==> config.mk <==
export PLATFORM = sky130hd
export DESIGN_NAME = scan_flush_tester
export DESIGN_NICKNAME = d
export VERILOG_FILES = /design/src/rtl/scan_flush_pkg.sv /design/src/rtl/flush_seq.sv /design/src/rtl/flush_pattern.sv /design/src/rtl/flush_cmp.sv /design/src/rtl/scan_flush_tester.sv
export SDC_FILE = /design/constraint.sdc
export NUM_CORES = 1
export LEC_CHECK = 0
export BUFFER_PORTS_ARGS = -buffer_cell sky130_fd_sc_hd__buf_2
export CORE_UTILIZATION = 30
export CTS_CLUSTER_DIAMETER = 200
export DETAILED_ROUTE_END_ITERATION = 16
export GPL_ROUTABILITY_DRIVEN = 0
export PLACE_DENSITY = 0.47
export SLEW_MARGIN = 10
export SYNTH_ARGS = -nofsm -noshare
export SYNTH_HDL_FRONTEND = slang
export SYNTH_SLANG_ARGS = --single-unit
==> constraint.sdc <==
create_clock -name clk_i -period 1.3 [get_ports clk_i]
set_input_delay 0.13 -clock clk_i [delete_from_list [all_inputs] [get_ports clk_i]]
set_output_delay 0.13 -clock clk_i [all_outputs]
set_load 0.05 [all_outputs]
==> src/rtl/scan_flush_pkg.sv <==
`timescale 1ns/1ps
package scan_flush_pkg;
  typedef enum logic {SEQ_IDLE, SEQ_RUN} seq_state_e;

  // period-4 stream 0,0,1,1 indexed by run cycle
  function automatic logic flush_bit(input int unsigned k);
    return k[1];
  endfunction
endpackage

==> src/rtl/flush_seq.sv <==
`timescale 1ns/1ps
module flush_seq import scan_flush_pkg::*; #(
  parameter int unsigned CHAIN_LEN = 16,
  parameter int unsigned CW        = $clog2(CHAIN_LEN + 4)
) (
  input  logic          clk_i,
  input  logic          rst_ni,
  input  logic          start_i,
  output logic          busy_o,
  output logic          done_o,
  output logic          clr_o,
  output logic          cmp_en_o,
  output logic [CW-1:0] cnt_o
);
  localparam int unsigned LAST = CHAIN_LEN + 3;

  seq_state_e    state_q;
  logic [CW-1:0] cnt_q;
  logic          done_q;

  always_ff @(posedge clk_i or negedge rst_ni) begin
    if (!rst_ni) begin
      state_q <= SEQ_IDLE;
      cnt_q   <= '0;
      done_q  <= 1'b0;
    end else begin
      done_q <= 1'b0;
      unique case (state_q)
        SEQ_IDLE: if (start_i) begin
          state_q <= SEQ_RUN;
          cnt_q   <= '0;
        end
        SEQ_RUN: if (cnt_q == CW'(LAST)) begin
          state_q <= SEQ_IDLE;
          cnt_q   <= '0;
          done_q  <= 1'b1;
        end else begin
          cnt_q <= cnt_q + 1'b1;
        end
        default: state_q <= SEQ_IDLE;
      endcase
    end
  end

  assign busy_o   = (state_q == SEQ_RUN);
  assign done_o   = done_q;
  assign clr_o    = (state_q == SEQ_IDLE) && start_i;
  assign cmp_en_o = busy_o && (cnt_q >= CW'(CHAIN_LEN));
  assign cnt_o    = cnt_q;
endmodule

==> src/rtl/flush_pattern.sv <==
`timescale 1ns/1ps
module flush_pattern import scan_flush_pkg::*; #(
  parameter int unsigned CHAIN_LEN = 16,
  parameter int unsigned CW        = $clog2(CHAIN_LEN + 4)
) (
  input  logic          busy_i,
  input  logic [CW-1:0] cnt_i,
  output logic          stim_o,
  output logic          exp_o
);
  logic [CW-1:0] lag;

  // bit sent CHAIN_LEN cycles ago; modulo wrap keeps bit 1 correct
  assign lag    = cnt_i - CW'(CHAIN_LEN);
  assign stim_o = busy_i & flush_bit(int'(cnt_i));
  assign exp_o  = flush_bit(int'(lag));
endmodule

==> src/rtl/flush_cmp.sv <==
`timescale 1ns/1ps
module flush_cmp (
  input  logic clk_i,
  input  logic rst_ni,
  input  logic clr_i,
  input  logic cmp_en_i,
  input  logic exp_i,
  input  logic scan_out_i,
  output logic mis_o
);
  logic mis_q;

  always_ff @(posedge clk_i or negedge rst_ni) begin
    if (!rst_ni)                             mis_q <= 1'b0;
    else if (clr_i)                          mis_q <= 1'b0;
    else if (cmp_en_i && (scan_out_i != exp_i)) mis_q <= 1'b1;
  end

  assign mis_o = mis_q;
endmodule

==> src/rtl/scan_flush_tester.sv <==
`timescale 1ns/1ps
module scan_flush_tester #(
  parameter int unsigned NUM_CHAINS = 2,
  parameter int unsigned CHAIN_LEN  = 16
) (
  input  logic                  clk_i,
  input  logic                  rst_ni,
  input  logic                  start_i,
  input  logic [NUM_CHAINS-1:0] scan_out_i,
  output logic [NUM_CHAINS-1:0] scan_in_o,
  output logic                  test_ctrl_o,
  output logic                  busy_o,
  output logic                  done_o,
  output logic                  fail_o
);
  localparam int unsigned CW = $clog2(CHAIN_LEN + 4);

  logic          busy, clr, cmp_en, stim, exp_bit;
  logic [CW-1:0] cnt;
  logic [NUM_CHAINS-1:0] mis;

  flush_seq #(.CHAIN_LEN(CHAIN_LEN), .CW(CW)) u_seq (
    .clk_i    (clk_i),
    .rst_ni   (rst_ni),
    .start_i  (start_i),
    .busy_o   (busy),
    .done_o   (done_o),
    .clr_o    (clr),
    .cmp_en_o (cmp_en),
    .cnt_o    (cnt)
  );

  flush_pattern #(.CHAIN_LEN(CHAIN_LEN), .CW(CW)) u_pat (
    .busy_i (busy),
    .cnt_i  (cnt),
    .stim_o (stim),
    .exp_o  (exp_bit)
  );

  for (genvar c = 0; c < NUM_CHAINS; c++) begin : g_chain
    assign scan_in_o[c] = stim;
    flush_cmp u_cmp (
      .clk_i      (clk_i),
      .rst_ni     (rst_ni),
      .clr_i      (clr),
      .cmp_en_i   (cmp_en),
      .exp_i      (exp_bit),
      .scan_out_i (scan_out_i[c]),
      .mis_o      (mis[c])
    );
  end

  assign busy_o      = busy;
  assign test_ctrl_o = ~busy;
  assign fail_o      = |mis;
endmodule

==> results of run 1 <==
[Yosys cell counts (all sizes together)]
library cell,instances,area share [%]
ha,1,2.8
a22o,1,1.9
xor2,1,1.9
nand2b,3,5.8
dfrtp,9,50
buf,3,4.4
inv,2,1.7
and2,1,1.4
nand2,4,3.3
a211o,1,1.9
nand3b,1,1.7
xnor2,2,3.9
or2,1,1.4
nor3,1,1.1
nand3,1,1.1
nor2b,1,1.4
nor2,1,0.83
a21oi,2,3.0
o21ai,10,11
[area by class of cell]
| type | count | share of cell area, % |
|---|---|---|
| Inverter | 2 | 1.31 |
| Timing Repair Buffer | 12 | 14.9 |
| Sequential cell | 9 | 39.6 |
| Tap cell | 15 | 3.28 |
| Multi-Input combinational cell | 32 | 36.3 |
| Clock buffer | 4 | 4.60 |
[how the worst max path moves through the flow]
stage                                       endpoint  slack (ns)                       start
after CTS                               scan_in_o[0]       -0.01  u_seq.cnt_o[1]$_DFFE_PN0P_
after global placement    u_seq.cnt_o[2]$_DFFE_PN0P_        0.12  u_seq.cnt_o[0]$_DFFE_PN0P_
after detailed placement  u_seq.cnt_o[2]$_DFFE_PN0P_        0.08  u_seq.cnt_o[0]$_DFFE_PN0P_
after floorplan               u_seq.done_o$_DFF_PN0_        0.02      u_seq.busy_o$_DFF_PN0_
after global routing                    scan_in_o[0]       0.007  u_seq.cnt_o[1]$_DFFE_PN0P_
final                                   scan_in_o[0]        0.06  u_seq.cnt_o[1]$_DFFE_PN0P_
[sequential cells by signal (all words and copies together) (netlist names)]
signal               flops
u_seq.cnt_o              5
g_chain.u_cmp.mis_o      2
u_seq.busy_o             1
u_seq.done_o             1
[cells by family (layout without fill, tap and decap cells)]
kind of cell / after synthesis / in the layout
simple gates: 14 / 14
fa+ha+maj: 1 / 1
compound gates: 14 / 14
xor+xnor: 3 / 3
buf+inv: 5 / 18
flops: 9 / 9
[where the power goes]
group	total, mW	internal (mW)	switching, mW
Clock	0.217	0.118	0.0986
Sequential	0.508	0.398	0.110
Combinational	0.837	0.344	0.494
[stage by stage]
stage	worst slack, ns	cells
floorplan	0.0232	46
global placement	0.118	69
detailed placement	0.0762	69
CTS	-0.0120	74
global route	0.00712	74
finish	0.0598	74
[what timing repair did]
item                                    4_1_cts  5_1_grt
endpoints found under the hold margin         9        0
hold buffers                                  1        0
gates resized for setup                       0       11
endpoints found under the setup margin        2        7
[layer usage]
metal / GRT usage [%] / up-vias / wire length (um)
met2: 23.0 / 9 / 394
met5: 0 / - / 0
met1: 15.0 / 170 / 417
met4: 7.50 / 0 / 6
met3: 9.78 / 3 / 52
li1: - / 183 / -
[worst max-delay path, stage by stage, from the launching register on]
cell	delay, ns
dfrtp_1	0.38
buf_4	0.16
and2_4	0.16
buf_6	0.14
==> reports/metrics.yaml, run 1 <==
min-delay-start: "start_i"
ant_nets: 0
dieArea_sq_mm: 0.00167
fin_hold_ws_ns: 0.153
cts_num_sinks: 9
ir_worst_vdd_mv: 1.11
routedWlPerCell_um: 11.8
multiInputGateArea_sq_um: 208
worst_pin_slew_ns: 0.366
clkTransAtPathRegs_ns: 0.06
cp_data_required_time_ns: 1.17
power_mw: 1.56
rrSetupSlack_ns: 0.10
drc: 0
drt_wl_total_um: 871
grt.overflow.total: 0
core_sq_mm: 0.00135
run_status: "finished clean"
grt_usage_pct: 14.8
grt_first_pass_wirelength_mm: 1.46
final_cell_mix: "dfrtp_1, o21ai_0, buf_2, nand2_1, clkbuf_4"
synth-simple-area-share_pct: 17.9
antenna_found_initial: 0
stdcell_area_sq_um: 572
start_util_pct: 33.6
final_core_util_pct: 42.4
start_kind: "register"
clock_latency_ns: 0.26
synthDistinctLibCells: 23
fmax_mhz: 806
whs_endpoint: "u_seq.busy_o$_DFF_PN0_"
arrival_ns: 1.11
skew_ns: 0.00517
synth_seq_area_share_pct: 49.6
grt_max_degree: 13
power_density_mw_per_mm2: 2730
hpwl_um: 642
r2r-end: "u_seq.cnt_o[4]$_DFFE_PN0P_"
die_h_um: 40.9
synth_xor_area_share_pct: 5.79
final_nets: 66
detail_route.iter0.violations: 4
yosys_warnings: 0
syn_area_per_cell_sq_um: 9.87
hold_depth: 3
regArea_sq_um: 226
reg2regPathDepth: 4
leakage_nw: 0.265
layout_commonest_cell: "dfrtp_1"
first_global_vias: 353
htree_levels: 1
reg2reg_from: "u_seq.cnt_o[0]$_DFFE_PN0P_"
vias_per_cell: 4.93
drive_above_1_share_pct: 33.9
cts-buffers-inserted: 3
fp.dieW_um: 40.9
rows: 13
tritoncts: "done"
area_delta_synth_final_pct: 25.9
n_fill_cell: 154
synth_compound_area_share_pct: 17.9
hold_class: "in -> reg"
finalSetupViolations: 0
crit_type: "reg -> out"
period_share_pct: 95.4
maxCapViolCount: 0
postCtsSetupBuffers: 0
hold_viol_final: 0
synthesis.area_sq_um: 454
rsz0062_at_grt: "no"
slew_headroom_pct: 75.5
syn_inst: 46
cp-end-kind: "output pin"
num_antenna_cells: 0
ys_ff_latch: 9
min_period_ns: 1.24
critPathMaxFanout: 5
syn-num-nets: 52
place_area_sq_um: 512
tns_ns: 0
port_buffers: 10
dr.pass1.iters: 2
io_pins: 11
finalMaxSlewViolations: 0
synth_mux_area_share_pct: 0
cts.path.max_buffers: 2
synth_top_family_by_area: "compound AO/OA/AOI/OAI gates"
num_vias: 365
cts_root_buffer: "clkbuf_4"
synth_fa_ha_area_share_pct: 2.75
No activity file was read; power rests on OpenSTA's default activity.
==> inputs of run 2 (changes only) <==
--- a/config.mk
+++ b/config.mk
@@ -5,12 +5,13 @@
 export SDC_FILE = /design/constraint.sdc
 export NUM_CORES = 1
 export LEC_CHECK = 0
+export ABC_AREA = 1
 export BUFFER_PORTS_ARGS = -buffer_cell sky130_fd_sc_hd__buf_2
 export CORE_UTILIZATION = 30
 export CTS_CLUSTER_DIAMETER = 200
 export DETAILED_ROUTE_END_ITERATION = 16
 export GPL_ROUTABILITY_DRIVEN = 0
-export PLACE_DENSITY = 0.47
+export PLACE_DENSITY = 0.46
 export SLEW_MARGIN = 10
 export SYNTH_ARGS = -nofsm -noshare
 export SYNTH_HDL_FRONTEND = slang
==> run 2 against run 1 <==
Net effect:
- synthesized area up 13%
- register-to-register slack about the same
- first-iteration DRC count up 50%
- sequential share of layout area down 3.1 points
- cell count up 20%
- largest cell class unchanged
- hold slack worse by 0.018 ns
- critical endpoint is now test_ctrl_o
- clock-buffer cell count unchanged
- non-clock buffer count up 3
- worst setup slack better by 0.011 ns
- clock skew about the same
==> reports/metrics.yaml, run 2 <==
synth_seq_area_share_pct: 43.7  # -5.9 points
grt_max_degree: 10  # -3
drive_above_1_share_pct: 37.0  # +3.1 points
grt_usage_pct: 13.6  # -1.2 points
cp_data_required_time_ns: 1.17  # about the same
cts_root_buffer: "clkbuf_4"
rrSetupSlack_ns: 0.11  # about the same
routedWlPerCell_um: 10.7  # -9.2%
drt_wl_total_um: 951  # +9.2%
port_buffers: 10  # unchanged
worst_pin_slew_ns: 0.264  # -0.102 ns
tns_ns: 0  # unchanged
yosysTopAreaCellShare_pct: 43.7  # -5.9 points
busiest_layer: "met2"
hold_class: "in -> reg"
cp_top_family: "buffers and inverters"
antenna_found_initial: 0  # unchanged
dieArea_sq_mm: 0.00189  # +13%
cp_slowest_stage_delay_ns: 0.41  # +0.03 ns
hold_viol_final: 0  # unchanged
ant_nets: 0  # unchanged
drc: 0  # unchanged
cpMostUsedCell: "buf_4"
ys_top_cells_by_area: "dfrtp_1, nand2_1, o21ai_2"
cp-end-kind: "output pin"
dr.pass1.iters: 3  # +1
synthDistinctLibCells: 20  # -13%
cts-buffers-inserted: 3  # unchanged
run_status: "finished clean"
cts.path.max_buffers: 2  # unchanged
detail_route.iter0.violations: 6  # +2
final_cell_mix: "nand2_1, dfrtp_1, buf_2, buf_4, inv_1"
maxCapViolCount: 0  # unchanged
period_share_pct: 94.5  # -0.87 points
grt_first_pass_wirelength_mm: 1.71  # +17%
htree_levels: 1  # unchanged
tritoncts: "done"
core_sq_mm: 0.00156  # +15%
fmax_mhz: 814  # +0.93%
critPathMaxFanout: 4  # -1
synthArstFlopShare_pct: 100  # unchanged
rows: 14  # +1
regArea_sq_um: 225  # -0.55%
slowest_stage: "dfrtp_1"
hpwl_um: 711  # +11%
cp.buffers_inverters: 3  # +1
reg2regPathDepth: 7  # +3
clkTransAtPathRegs_ns: 0.07  # about the same
clock_latency_ns: 0.27  # about the same
start_kind: "register"
path_cells: "buf_4 -> inv_2 -> buf_4"
use_met2_pct: 18.8  # -4.3 points
ys_top_cells_by_count: "nand2_1, dfrtp_1, inv_1"
whs_endpoint: "u_seq.busy_o$_DFF_PN0_"
synth_edf_count: 0  # unchanged
multiInputGateArea_sq_um: 218  # +4.8%
arrival_ns: 1.10  # about the same
synthesis.area_sq_um: 515  # +13%
num_antenna_cells: 0  # unchanged
r2r-end: "u_seq.cnt_o[2]$_DFFE_PN0P_"
fp.dieW_um: 43.5  # +6.2%
n_fill_cell: 171  # +11%
cts_num_sinks: 9  # unchanged
slew_headroom_pct: 82.4  # +6.9 points
synth_most_common_cell: "nand2_1"
crit_type: "reg -> out"
die_h_um: 43.5  # +6.2%
ys_ff_latch: 9  # unchanged
syn-num-nets: 65  # +25%
vias_per_cell: 4.48  # -9.1%
num_vias: 399  # +9.3%
yosys_warnings: 0  # unchanged
skew_ns: 0.00548  # +0.000307 ns
hold_depth: 3  # unchanged
rsz0062_at_grt: "no"
grt.overflow.total: 0  # unchanged
largest_reg_flops: 5  # unchanged
finalMaxSlewViolations: 0  # unchanged
use_met1_pct: 15.9  # +0.94 points
synth_top_area_cell: "dfrtp_1"
grtUsageMet3_pct: 6.25  # -3.5 points
reg2reg_from: "u_seq.cnt_o[1]$_DFFE_PN0P_"
io_pins: 11  # unchanged
final_nets: 80  # +21%
start_util_pct: 33.1  # -0.58 points
min_period_ns: 1.23  # -0.0114 ns
final_core_util_pct: 39.6  # -2.8 points
min-delay-start: "start_i"
ys.flop_type: "dfrtp_1"
finalSetupViolations: 0  # unchanged
syn_area_per_cell_sq_um: 8.74  # -12%
area_delta_synth_final_pct: 19.7
layout_commonest_cell: "nand2_1"
syn_inst: 59  # +28%
first_global_vias: 378  # +7.1%
run 2: cell types whose count changed after synthesis, sizes merged, moves of 3 or more:
cell | previous run | this run
inv | 2 | 8
nand2 | 4 | 16
nand2b | 3 | 0
o21ai | 10 | 7
run 2: worst max-delay path by stage:
stage | depth (start not counted) | startpoint | slack, ns | to
finish | 3 | u_seq.busy_o$_DFF_PN0_ | 0.07 | test_ctrl_o
detailed placement | 6 | u_seq.cnt_o[0]$_DFFE_PN0P_ | 0.19 | u_seq.cnt_o[0]$_DFFE_PN0P_
global placement | 6 | u_seq.cnt_o[0]$_DFFE_PN0P_ | 0.19 | u_seq.cnt_o[0]$_DFFE_PN0P_
CTS | 3 | u_seq.busy_o$_DFF_PN0_ | 0.0008 | test_ctrl_o
floorplan | 4 | u_seq.busy_o$_DFF_PN0_ | 0.04 | scan_in_o[0]
global route | 4 | u_seq.cnt_o[1]$_DFFE_PN0P_ | 0.02 | scan_in_o[1]
run 2: metal layers:
layer / routed length [um] / vias up
met2: 414 / 6
met4: 36 / 0
met1: 469 / 174
met5: 0 / -
li1: - / 214
met3: 30 / 5
run 2: worst reg2reg max path, cell delays in order (launching register included):
cell     delay (ns)
dfrtp_1        0.37
buf_4          0.14
ha_1           0.24
nand2_1        0.10
inv_2          0.04
nand2_2        0.07
nand2_4        0.06
o21ai_2        0.11
run 2: timing repair:
action / CTS / global route
buffers inserted: 0 / 1
resized for setup: 0 / 6
endpoints found under the setup margin: 0 / 3
hold endpoints to repair: 9 / 0
hold buffers: 1 / 0
run 2: cell families after synthesis:
logic type | share of synthesized area (%)
simple gates | 23.1
buf+inv | 14.1
fa+ha+maj | 2.43
xor+xnor | 5.10
compound gates | 11.7
flops | 43.7
run 2: stage by stage:
stage,setup slack [ns],hold slack (ns),area [sq um],cells
CTS,0.000798,0.135,602,88
floorplan,0.0353,-0.166,515,59
detailed placement,0.186,0.00248,566,83
finish,0.0712,0.134,617,89
global route,0.0156,0.124,617,89
global placement,0.193,-0.00223,566,83
run 2: final cells by class:
class / instances / share of cell area (%)
Inverter: 8 / 4.87
Timing Repair Buffer: 15 / 15.8
Sequential cell: 9 / 36.5
Multi-Input combinational cell: 37 / 35.3
Tap cell: 16 / 3.25
Clock buffer: 4 / 4.26
Power of run 2 is left out: the tool's default activity adds up to more than one toggle a clock period on the data nets, which glitch-free logic cannot reach.
